File: src/rtl/wds_pkg.sv
package wds_pkg;

    localparam int NUM_BANKS = 8;
    localparam int BANK_W    = $clog2(NUM_BANKS);
    localparam int TAG_W     = 8;

    typedef logic [BANK_W-1:0] bank_t;
    typedef logic [TAG_W-1:0]  tag_t;

    typedef struct packed {
        bank_t bank;
        tag_t  tag;
    } req_t;

    typedef enum logic [2:0] {
        OP_NONE      = 3'd0,
        OP_WRITE     = 3'd1,
        OP_READ      = 3'd2,
        OP_STAGE     = 3'd3,
        OP_DRAIN_OUT = 3'd4
    } op_e;

    typedef enum logic [1:0] {
        PH_NORMAL,
        PH_DRAIN,
        PH_TURN,
        PH_FLUSH
    } phase_e;

    function automatic logic bank_hit(input bank_t a, input int b);
        return a == bank_t'(b);
    endfunction

endpackage

File: src/rtl/wds_wr_queue.sv
module wds_wr_queue
    import wds_pkg::*;
#(
    parameter  int DEPTH = 8,
    localparam int PTR_W = $clog2(DEPTH),
    localparam int CNT_W = $clog2(DEPTH + 1)
) (
    input  logic                 clk,
    input  logic                 rst,
    input  logic                 push,
    input  req_t                 push_ent,
    input  logic                 pop,
    output req_t                 head,
    output logic [CNT_W-1:0]     count,
    output logic                 full,
    output logic [NUM_BANKS-1:0] bank_pend
);

    req_t             mem [DEPTH];
    logic [PTR_W-1:0] wp, rp;

    assign full = count == CNT_W'(DEPTH);
    assign head = mem[rp];

    always_ff @(posedge clk) begin
        if (push) mem[wp] <= push_ent;
    end

    always_ff @(posedge clk) begin
        if (rst) begin
            wp    <= '0;
            rp    <= '0;
            count <= '0;
        end else begin
            if (push) wp <= (wp == PTR_W'(DEPTH - 1)) ? '0 : wp + 1'b1;
            if (pop)  rp <= (rp == PTR_W'(DEPTH - 1)) ? '0 : rp + 1'b1;
            count <= count + CNT_W'(push) - CNT_W'(pop);
        end
    end

    for (genvar b = 0; b < NUM_BANKS; b++) begin : g_bank
        logic [CNT_W-1:0] n;
        logic             inc, dec;
        assign inc = push && bank_hit(push_ent.bank, b);
        assign dec = pop && bank_hit(head.bank, b);
        always_ff @(posedge clk) begin
            if (rst) n <= '0;
            else     n <= n + CNT_W'(inc) - CNT_W'(dec);
        end
        assign bank_pend[b] = n != '0;

        AST_BANK_CNT_LIVE: assert property (@(posedge clk) disable iff (rst)
            dec |-> n != '0);
    end

    AST_WQ_NO_OVERFLOW: assert property (@(posedge clk) disable iff (rst)
        push |-> !full);
    AST_WQ_NO_UNDERFLOW: assert property (@(posedge clk) disable iff (rst)
        pop |-> count != '0);

endmodule

File: src/rtl/wds_rd_queue.sv
module wds_rd_queue
    import wds_pkg::*;
#(
    parameter  int DEPTH = 8,
    localparam int IDX_W = $clog2(DEPTH),
    localparam int CNT_W = $clog2(DEPTH + 1)
) (
    input  logic                 clk,
    input  logic                 rst,
    input  logic                 push,
    input  req_t                 push_ent,
    input  logic [NUM_BANKS-1:0] bank_ok,
    input  logic                 pop,
    output logic                 pick_valid,
    output req_t                 pick_ent,
    output logic                 full
);

    req_t             ent   [DEPTH];
    req_t             ent_n [DEPTH];
    logic [CNT_W-1:0] count, cnt_after;
    logic [IDX_W-1:0] pick_idx;

    assign full = count == CNT_W'(DEPTH);

    // lowest index is oldest; scan from the top so the oldest eligible wins
    always_comb begin
        pick_valid = 1'b0;
        pick_idx   = '0;
        for (int i = DEPTH - 1; i >= 0; i--) begin
            if (CNT_W'(i) < count && bank_ok[ent[i].bank]) begin
                pick_valid = 1'b1;
                pick_idx   = IDX_W'(i);
            end
        end
    end

    assign pick_ent  = ent[pick_idx];
    assign cnt_after = count - CNT_W'(pop);

    always_comb begin
        for (int i = 0; i < DEPTH; i++) ent_n[i] = ent[i];
        if (pop) begin
            for (int i = 0; i < DEPTH - 1; i++) begin
                if (IDX_W'(i) >= pick_idx) ent_n[i] = ent[i + 1];
            end
        end
        if (push) ent_n[cnt_after[IDX_W-1:0]] = push_ent;
    end

    always_ff @(posedge clk) begin
        for (int i = 0; i < DEPTH; i++) ent[i] <= ent_n[i];
    end

    always_ff @(posedge clk) begin
        if (rst) count <= '0;
        else     count <= count + CNT_W'(push) - CNT_W'(pop);
    end

    AST_RQ_NO_OVERFLOW: assert property (@(posedge clk) disable iff (rst)
        push |-> !full);
    AST_RQ_POP_HAS_PICK: assert property (@(posedge clk) disable iff (rst)
        pop |-> pick_valid && count != '0);

endmodule

File: src/rtl/wds_stage_pool.sv
module wds_stage_pool
    import wds_pkg::*;
#(
    parameter  int SLOTS  = 16,
    localparam int SLOT_W = $clog2(SLOTS),
    localparam int CNT_W  = $clog2(SLOTS + 1)
) (
    input  logic              clk,
    input  logic              rst,
    input  logic              alloc,
    input  tag_t              alloc_tag,
    output logic [SLOT_W-1:0] alloc_slot,
    input  logic              unload,
    output logic [SLOT_W-1:0] out_slot,
    output tag_t              out_tag,
    output logic              has_free,
    output logic              empty
);

    tag_t              tags [SLOTS];
    logic [SLOT_W-1:0] wp, rp;
    logic [CNT_W-1:0]  used;

    assign alloc_slot = wp;
    assign out_slot   = rp;
    assign out_tag    = tags[rp];
    assign has_free   = used != CNT_W'(SLOTS);
    assign empty      = used == '0;

    always_ff @(posedge clk) begin
        if (alloc) tags[wp] <= alloc_tag;
    end

    always_ff @(posedge clk) begin
        if (rst) begin
            wp   <= '0;
            rp   <= '0;
            used <= '0;
        end else begin
            if (alloc)  wp <= (wp == SLOT_W'(SLOTS - 1)) ? '0 : wp + 1'b1;
            if (unload) rp <= (rp == SLOT_W'(SLOTS - 1)) ? '0 : rp + 1'b1;
            used <= used + CNT_W'(alloc) - CNT_W'(unload);
        end
    end

    AST_POOL_NO_OVERFLOW: assert property (@(posedge clk) disable iff (rst)
        alloc |-> has_free);
    AST_POOL_NO_UNDERFLOW: assert property (@(posedge clk) disable iff (rst)
        unload |-> !empty);

endmodule

File: src/rtl/wds_sched.sv
module wds_sched
    import wds_pkg::*;
#(
    parameter  int WQ_DEPTH = 8,
    parameter  int RQ_DEPTH = 8,
    parameter  int HI_MARK  = 6,
    parameter  int LO_MARK  = 2,
    parameter  int SLOTS    = 16,
    parameter  int WR_LAT   = 4,
    parameter  int TURN_CYC = 6,
    localparam int SLOT_W   = $clog2(SLOTS),
    localparam int GAP      = WR_LAT + TURN_CYC,
    localparam int GAP_W    = $clog2(GAP + 1),
    localparam int WQ_CW    = $clog2(WQ_DEPTH + 1)
) (
    input  logic                 clk,
    input  logic                 rst,
    input  logic                 req_valid,
    input  logic                 req_write,
    input  logic [BANK_W-1:0]    req_bank,
    input  logic [TAG_W-1:0]     req_tag,
    output logic                 req_ready,
    input  logic [NUM_BANKS-1:0] bank_busy,
    output logic                 cmd_valid,
    output logic [2:0]           cmd_op,
    output logic [BANK_W-1:0]    cmd_bank,
    output logic [SLOT_W-1:0]    cmd_slot,
    output logic [TAG_W-1:0]     cmd_tag
);

    phase_e               phase, phase_n;
    logic [GAP_W-1:0]     gap_cnt, gap_cnt_n;

    req_t                 in_ent, wq_head, rd_pick;
    logic [WQ_CW-1:0]     wq_count;
    logic                 wq_full, rq_full;
    logic [NUM_BANKS-1:0] wq_pend, bank_ok;
    logic                 rd_pick_valid;
    logic [SLOT_W-1:0]    alloc_slot, out_slot;
    tag_t                 out_tag;
    logic                 pool_free, pool_empty;

    logic acc_w, acc_r, write_go, stage_go, read_go, out_go, drain_end, above_hi;

    op_e               op_q, op_n;
    logic [BANK_W-1:0] bank_n;
    logic [SLOT_W-1:0] slot_n;
    tag_t              tag_n;
    logic [NUM_BANKS-1:0] busy_d;

    assign in_ent    = '{bank: req_bank, tag: req_tag};
    assign acc_w     = req_valid && req_write && !wq_full;
    assign acc_r     = req_valid && !req_write && !rq_full;
    assign req_ready = req_write ? !wq_full : !rq_full;
    assign above_hi  = int'(wq_count) >= HI_MARK;

    always_comb begin
        unique case (phase)
            PH_NORMAL: bank_ok = ~bank_busy;
            PH_DRAIN:  bank_ok = ~bank_busy & ~wq_pend & {NUM_BANKS{pool_free}};
            default:   bank_ok = '0;
        endcase
    end

    assign write_go  = phase == PH_DRAIN && wq_count != '0 && !bank_busy[wq_head.bank];
    assign stage_go  = phase == PH_DRAIN && !write_go && rd_pick_valid;
    assign read_go   = phase == PH_NORMAL && !above_hi && rd_pick_valid;
    assign out_go    = phase == PH_FLUSH && !pool_empty;
    assign drain_end = write_go && (int'(wq_count) + int'(acc_w) <= LO_MARK + 1);

    wds_wr_queue #(.DEPTH(WQ_DEPTH)) u_wq (
        .clk(clk), .rst(rst),
        .push(acc_w), .push_ent(in_ent), .pop(write_go),
        .head(wq_head), .count(wq_count), .full(wq_full), .bank_pend(wq_pend)
    );

    wds_rd_queue #(.DEPTH(RQ_DEPTH)) u_rq (
        .clk(clk), .rst(rst),
        .push(acc_r), .push_ent(in_ent), .bank_ok(bank_ok),
        .pop(stage_go || read_go),
        .pick_valid(rd_pick_valid), .pick_ent(rd_pick), .full(rq_full)
    );

    wds_stage_pool #(.SLOTS(SLOTS)) u_pool (
        .clk(clk), .rst(rst),
        .alloc(stage_go), .alloc_tag(rd_pick.tag), .alloc_slot(alloc_slot),
        .unload(out_go), .out_slot(out_slot), .out_tag(out_tag),
        .has_free(pool_free), .empty(pool_empty)
    );

    // phase sequencing; the turn counter is loaded so the first read-side
    // command lands GAP cycles after the final write command
    always_comb begin
        phase_n   = phase;
        gap_cnt_n = gap_cnt;
        unique case (phase)
            PH_NORMAL: if (above_hi) phase_n = PH_DRAIN;
            PH_DRAIN: begin
                if (drain_end) begin
                    phase_n   = PH_TURN;
                    gap_cnt_n = GAP_W'(GAP - 2);
                end
            end
            PH_TURN: begin
                if (gap_cnt == '0) phase_n = pool_empty ? PH_NORMAL : PH_FLUSH;
                else               gap_cnt_n = gap_cnt - 1'b1;
            end
            PH_FLUSH: if (pool_empty) phase_n = PH_NORMAL;
            default:  phase_n = PH_NORMAL;
        endcase
    end

    always_comb begin
        op_n   = OP_NONE;
        bank_n = '0;
        slot_n = '0;
        tag_n  = '0;
        if (write_go) begin
            op_n   = OP_WRITE;
            bank_n = wq_head.bank;
            tag_n  = wq_head.tag;
        end else if (stage_go) begin
            op_n   = OP_STAGE;
            bank_n = rd_pick.bank;
            tag_n  = rd_pick.tag;
            slot_n = alloc_slot;
        end else if (read_go) begin
            op_n   = OP_READ;
            bank_n = rd_pick.bank;
            tag_n  = rd_pick.tag;
        end else if (out_go) begin
            op_n   = OP_DRAIN_OUT;
            slot_n = out_slot;
            tag_n  = out_tag;
        end
    end

    always_ff @(posedge clk) begin
        if (rst) begin
            phase     <= PH_NORMAL;
            gap_cnt   <= '0;
            op_q      <= OP_NONE;
            cmd_valid <= 1'b0;
            cmd_bank  <= '0;
            cmd_slot  <= '0;
            cmd_tag   <= '0;
            busy_d    <= '0;
        end else begin
            phase     <= phase_n;
            gap_cnt   <= gap_cnt_n;
            op_q      <= op_n;
            cmd_valid <= op_n != OP_NONE;
            cmd_bank  <= bank_n;
            cmd_slot  <= slot_n;
            cmd_tag   <= tag_n;
            busy_d    <= bank_busy;
        end
    end

    assign cmd_op = op_q;

    AST_BUSY_BANK_SKIPPED: assert property (@(posedge clk) disable iff (rst)
        cmd_valid && (op_q == OP_WRITE || op_q == OP_READ || op_q == OP_STAGE)
        |-> !busy_d[cmd_bank]);
    AST_TURN_GAP_KEPT: assert property (@(posedge clk) disable iff (rst)
        cmd_valid && op_q == OP_WRITE
        |=> !(cmd_valid && (op_q == OP_READ || op_q == OP_DRAIN_OUT)));
    AST_READ_AFTER_FLUSH: assert property (@(posedge clk) disable iff (rst)
        read_go |-> pool_empty);
    AST_STAGE_CLEAR_BANK: assert property (@(posedge clk) disable iff (rst)
        cmd_valid && op_q == OP_STAGE |-> $past(phase) == PH_DRAIN);

endmodule

File: config.mk
export PLATFORM = sky130hd
export DESIGN_NAME = wds_sched
export DESIGN_NICKNAME = d
export VERILOG_FILES = /design/src/rtl/wds_pkg.sv /design/src/rtl/wds_wr_queue.sv /design/src/rtl/wds_rd_queue.sv /design/src/rtl/wds_stage_pool.sv /design/src/rtl/wds_sched.sv
export SDC_FILE = /design/constraint.sdc
export NUM_CORES = 1
export LEC_CHECK = 0
export BUFFER_PORTS_ARGS = -buffer_cell sky130_fd_sc_hd__buf_2
export CAP_MARGIN = 15
export CORE_MARGIN = 2
export CORE_UTILIZATION = 46
export CTS_CLUSTER_DIAMETER = 200
export DETAILED_ROUTE_END_ITERATION = 8
export GPL_ROUTABILITY_DRIVEN = 0
export PLACE_DENSITY = 0.6
export SYNTH_ARGS = -nofsm -noshare
export SYNTH_HDL_FRONTEND = slang
export SYNTH_SLANG_ARGS = --single-unit
File: constraint.sdc
create_clock -name clk -period 6.1 [get_ports clk]
set_input_delay 1.525 -clock clk [delete_from_list [all_inputs] [get_ports clk]]
set_output_delay 1.525 -clock clk [all_outputs]
set_load 0.1 [all_outputs]
==> impl_metrics.yaml, run 1 <==
final_layout:
  diodes: 0
  area_delta_synth_final_pct: 11.9
  drive_gt1_frac: 0.175
  stdcell_area_sq_um: 21500
  fin_util: 0.525
  final_nets: 1751
  n_fill_cell: 3502
worst_setup_path:
  critPathKind: "in2reg"
  path_buf_inv: 3
  endpoint_kind: "flop"
  critPathMostFrequentCell: "ha_1"
  crit_path_max_fanout: 24
  cpPeakStageDelay_ns: 0.66
  cp.arrival_ns: 5.61
  slowest_stage: "or4b_1"
  crit_path_cell_trace: "buf_2 -> or4b_1 -> o311ai_2 -> o41ai_1 -> o32a_4 -> o2111ai_2 -> buf_4 -> nor2_4 -> a21oi_4 -> ha_1 -> inv_1 -> ha_1 -> and3_1 -> o21ai_0"
  critPathLaunchType: "input pin"
  crit_family: "compound AO/OA/AOI/OAI gates"
  worstPathRequired_ns: 6.51
global_routing:
  overflow: 0
  antenna_found_initial: 0
  grt_max_degree: 64
  grt_pass1_vias: 12200
  grtUsageTotal: 0.219
  grt_pass1_wl_mm: 73.0
clock_network:
  clock_latency_ns: 0.58
  cts_setup_buffers: 0
  ctsResizeCount: 0
  cts_buffer_depth: 3
  cts_made_buffers: 42
  cts_root_buf: "clkbuf_16"
  cts.clk_slew.worst_paths_ns: 0.06
  ctsHoldBuffers: 0
  clock-sinks: 395
  cts_tree: "yes"
  htreeDepth: 2
detailed_routing:
  postRouteAntennaNets: 0
  vias: 12500
  wl_mm: 47.2
  wl_per_cell_um: 21.4
  drt_iter0_markers: 968
  drt-vias-per-instance: 5.67
  drtPass1Iterations: 5
  drc_errors: 0
place:
  pre_cts_ws_ns: 0.401
  placed_cell_area_sq_um: 20100
  dp.final_hpwl_mm: 32.8
  port_buffers: 42
sta:
  fin_ws_ns: 0.894
  fin_crit_ns: 5.21
  worst_pin_slew_ns: 1.22
  report.final.hold_viol_count: 0
  drv_slew: 0
  fin_worst_skew_ns: 0.0283
  setup_tns_ns: 0
  max_freq_mhz: 192
  rsz0062_at_grt: "false"
  slew_headroom: 0.182
  setup_viol: 0
  post-route-period-util: 0.853
floorplan:
  dieArea_sq_um: 43500
  num_io_pins: 43
  die_x_um: 208
  fp.dieH_um: 208
  fp-row-count: 74
  start_util: 0.469
  coreArea_sq_um: 41000
yosys:
  synth_nets: 1702
  ys_warn_count: 0
  ys_ff_latch: 395
  synthDistinctLibCells: 93
  syn_avg_cell_area_sq_um: 12.1
  async_flop_share: 0
  synth_edf_count: 227
  ys.flop_type: "edfxtp_1"
  netlist_area_sq_um: 19200
  synth-seq-area-share: 0.529
  syn_inst: 1591
power_and_ir_drop:
  finalPower_mw: 13.5
  power_density_nw_per_um2: 627
  leakagePower_nw: 7.82
  irDropWorstVdd_v: 0.000397
status:
  outcome: "completed"
min_path:
  hold_path_class: "reg2reg"
job:
  maxCapViolCount: 0
[report_power, final]
part | internal, mW | switching [mW]
combinational | 2.42 | 3.93
sequential | 4.06 | 0.497
clock | 1.51 | 1.08
total | 7.98 | 5.51
[cell families (layout without fill, tap and decap cells)]
family | count (synthesis) | count (layout) | share of synthesized area
AND/OR/NAND/NOR | 405 | 405 | 0.106
XOR/XNOR | 29 | 29 | 0.0132
AO/OA/AOI/OAI | 287 | 287 | 0.101
adder cells (fa/ha/maj) | 88 | 88 | 0.0615
buffers and inverters | 189 | 271 | 0.0426
flip-flops | 395 | 395 | 0.529
multiplexers | 198 | 198 | 0.146
[cells in the final DEF (no fill, tap or decap), types with 27 or more instances in the layout]
cell / count
nor2_1: 143
o21ai_0: 63
buf_2: 42
a21oi_1: 92
dfxtp_1: 167
clkbuf_16: 43
mux2i_1: 117
buf_4: 47
nand2_1: 93
ha_1: 77
edfxtp_1: 227
inv_1: 99
nor3_1: 27
mux4_2: 62
[stage by stage]
step / std cells / hold slack [ns]
floorplan: 1591 / 0.445
global placement: 2123 / 0.462
detailed placement: 2123 / 0.462
CTS: 2200 / 0.470
global route: 2205 / 0.495
finish: 2205 / 0.468
[worst paths after layout]
check | from | endpoint | slack [ns] | cells after the start
worst max-delay path | bank_busy[2] | u_rq.ent[2][10] | 0.89 | 14
worst max register to register | phase[1] | u_rq.ent[2][10] | 0.91 | 13
worst min-delay path | gap_cnt[1] | gap_cnt[1] | 0.47 | 2
worst min register to register | gap_cnt[1] | gap_cnt[1] | 0.47 | 2
[registers in the layout, indices dropped and copies added (netlist names), 4 cells and up, named ones only]
name	flops
u_wq.mem	88
u_pool.alloc_slot	4
u_wq.g_bank.n	32
u_pool.out_slot	4
u_pool.used	5
u_rq.ent	77
cmd_slot	4
cmd_tag	8
u_wq.count	4
u_rq.count	4
u_pool.tags	128
gap_cnt	4
[layer usage]
metal,routed length (um),global-route usage
met5,0,0
met4,1460,0.0776
met3,2370,0.0306
met2,21100,0.339
met1,22300,0.317
[synthesized netlist by cell type, types with 5 or more instances]
master      n  area (sq um)
buf_2      20           100
a311oi_2    5          75.1
nor2b_1    24           150
and2_1     11          68.8
nor3_1     31           155
xor2_1     16           140
o22a_1      5          43.8
clkbuf_1   36           135
mux2i_1   117          1170
nand2_1    93           349
buf_4       6          45.0
o21ai_0    63           315
a31oi_1     6          37.5
ha_1       77           963
or2_2       5          31.3
inv_1      99           372
or3_1       9          56.3
a22oi_1    12          90.1
a21oi_1    92           460
o31ai_1     5          37.5
nor4_1      7          43.8
o21ai_1    12          60.1
or3b_2      6          52.6
buf_6       8          90.1
nor2_1    143           537
nor3b_1    11          82.6
nand2b_1   14          87.6
o211ai_1    5          37.5
buf_1      19          71.3
or4b_1      7          70.1
nand3_1    11          55.1
edfxtp_1  227          6820
o221ai_1    6          52.6
dfxtp_1   168          3360
a21o_1     14           105
mux2_2     13           146
xnor2_1    13           114
a211oi_1    6          45.0
mux4_2     62          1400
o32ai_1     9          78.8
fa_1       11           220
[layout make-up]
cell class	instances	area, sq um	area share
sequential	395	10200	0.473
multi-input combinational	1007	8290	0.385
clock inverter	20	250	0.0116
tap	532	666	0.0309
clock buffer	57	1150	0.0533
timing repair buffer	94	622	0.0289
inverter	100	378	0.0175
[worst register-to-register path, cell delays in order, from the launching register on]
cell and delay, ns:
dfxtp_1 0.69, nand2b_1 0.74, nor2_1 0.16, buf_4 0.21
a22oi_1 0.22, nor3b_1 0.13, a211o_1 0.42, nor4_4 0.64
a21oi_4 0.17, ha_1 0.25, ha_1 0.22, xnor2_1 0.32
and3_1 0.66, o21ai_0 0.21
Note: power is estimated with default switching activity, not from simulation.
==> run 2: changes to the inputs <==
--- a/config.mk
+++ b/config.mk
@@ -9,10 +9,12 @@
 export CAP_MARGIN = 15
 export CORE_MARGIN = 2
 export CORE_UTILIZATION = 46
+export CTS_BUF_LIST = sky130_fd_sc_hd__clkbuf_4
 export CTS_CLUSTER_DIAMETER = 200
 export DETAILED_ROUTE_END_ITERATION = 8
 export GPL_ROUTABILITY_DRIVEN = 0
 export PLACE_DENSITY = 0.6
+export REMOVE_ABC_BUFFERS = 1
 export SYNTH_ARGS = -nofsm -noshare
 export SYNTH_HDL_FRONTEND = slang
 export SYNTH_SLANG_ARGS = --single-unit
==> impl_metrics.yaml, run 2 (synthesis results as in run 1) <==
status:
  outcome: "completed"
global_routing:
  grt_max_degree: 43
  grt_pass1_vias: 12800
  grtUsageTotal: 0.225
  overflow: 0
  grt_pass1_wl_mm: 74.9
  antenna_found_initial: 2
final_layout:
  top_register: "u_pool.tags"
  area_delta_synth_final_pct: 11.4
  fin_util: 0.523
  final_cell_mix: "edfxtp_1 (227), dfxtp_1 (167), clkbuf_4 (149)"
  final_nets: 1806
  drive_gt1_frac: 0.213
  n_fill_cell: 3581
  largest_register_ffs: 128
  layout_commonest_cell: "edfxtp_1"
  top_regs: "u_pool.tags x128, u_wq.mem x88, u_rq.ent x77"
sta:
  max_freq_mhz: 199
  fin_crit_ns: 5.02
  worst_pin_slew_ns: 1.13
  slew_headroom: 0.245
  report.final.hold_viol_count: 0
  setup_viol: 0
  drv_slew: 0
  fin_worst_skew_ns: 0.0754
  setup_tns_ns: 0
  post-route-period-util: 0.823
  rsz0062_at_grt: "false"
power_and_ir_drop:
  leakagePower_nw: 7.90
  irDropWorstVdd_v: 0.000415
  power_density_nw_per_um2: 608
clock_network:
  cts_tree: "yes"
  cts_root_buf: "clkbuf_4"
  cts_made_buffers: 104
  cts_setup_buffers: 0
  ctsHoldBuffers: 0
  cts_buffer_depth: 3
  ctsResizeCount: 0
  clock-sinks: 395
  clock_latency_ns: 0.86
  htreeDepth: 3
  cts.clk_slew.worst_paths_ns: 0.06
worst_setup_path:
  worstPathRequired_ns: 6.56
  r2r_cells: 11
  startpoint: "u_pool.used[2]"
  cp.arrival_ns: 5.48
  endpoint_kind: "flop"
  critPathKind: "reg2reg"
  endpoint: "u_pool.tags[6][2]"
  rrSetupSlack_ns: 1.08
  crit_path_max_fanout: 16
  r2r_end: "u_pool.tags[6][2]"
  critPathLaunchType: "flop"
  rr_startpoint: "u_pool.used[2]"
floorplan:
  coreArea_sq_um: 41000
  fp.dieH_um: 208
  die_x_um: 208
  start_util: 0.469
  dieArea_sq_um: 43500
  num_io_pins: 43
  fp-row-count: 74
min_path:
  hold_depth: 2
  hold_path_class: "reg2reg"
detailed_routing:
  drt-vias-per-instance: 5.62
  wl_mm: 48.5
  wl_per_cell_um: 20.9
  drtPass1Iterations: 6
  drt_iter0_markers: 1128
  vias: 13000
  postRouteAntennaNets: 0
  drc_errors: 0
job:
  maxCapViolCount: 0
place:
  port_buffers: 42
  dp.final_hpwl_mm: 33.1
[run 2: cell types whose count changed in the layout (fill, tap and decap cells not counted), moves of 2 or more]
cell | previous run | this run
diode_2 | 0 | 2
clkbuf_4 | 0 | 149
clkinv_1 | 1 | 36
clkbuf_8 | 3 | 1
buf_6 | 4 | 1
clkinv_2 | 9 | 4
buf_4 | 47 | 43
clkinvlp_4 | 3 | 0
clkbuf_16 | 43 | 0
bufinv_16 | 4 | 2
clkbuf_1 | 12 | 0
[run 2: layer usage]
layer	wire length, um	GRT usage	vias to the layer above
li1	-	-	6146
met4	1060	0.0784	0
met2	22300	0.353	445
met3	3390	0.0469	87
met5	0	0	-
met1	21800	0.312	6341
[run 2: metrics by stage]
stage	hold WS (ns)	setup slack (ns)	power, mW	instance area [sq um]	instances
finish	0.473	1.08	13.0	21400	2317
global route	0.504	0.754	13.8	21400	2317
CTS	0.481	1.10	13.0	21400	2313
detailed placement	0.473	0.419	10.7	20000	2119
global placement	0.460	0.651	10.5	20000	2119
floorplan	0.439	0.379	8.73	18800	1502
[run 2: worst min-delay path by stage]
stage	start	end	slack [ns]
finish	gap_cnt[1]	gap_cnt[1]	0.47
detailed placement	gap_cnt[1]	gap_cnt[1]	0.47
floorplan	gap_cnt[1]	gap_cnt[1]	0.44
CTS	gap_cnt[1]	gap_cnt[1]	0.48
global placement	gap_cnt[1]	gap_cnt[1]	0.46
global route	gap_cnt[1]	gap_cnt[1]	0.50
[run 2: where the power goes]
part           internal, mW  switching, mW
clock network          1.22           1.12
logic                  2.24           3.87
registers              4.07          0.522
total                  7.53           5.51
[run 2: worst max-delay path: stages, from the launching register on]
cell and delay (ns):
dfxtp_1 0.34, inv_1 0.07, ha_1 0.23, and4bb_1 0.46
nor2_1 0.81, a22oi_1 0.26, nor3b_1 0.45, a211o_1 0.34
o21ai_1 0.19, o21ai_4 0.42, a311oi_2 0.22, nor2_1 0.89
[run 2: final cells by class]
| cell class | count | area (sq um) | share of cell area |
|---|---|---|---|
| antenna | 2 | 5.00 | 0.000233 |
| clock inverter | 45 | 244 | 0.0114 |
| sequential | 395 | 10200 | 0.475 |
| timing repair buffer | 87 | 558 | 0.0260 |
| inverter | 100 | 378 | 0.0176 |
| clock buffer | 149 | 1120 | 0.0522 |
| multi-input combinational | 1007 | 8290 | 0.387 |
| tap | 532 | 666 | 0.0311 |
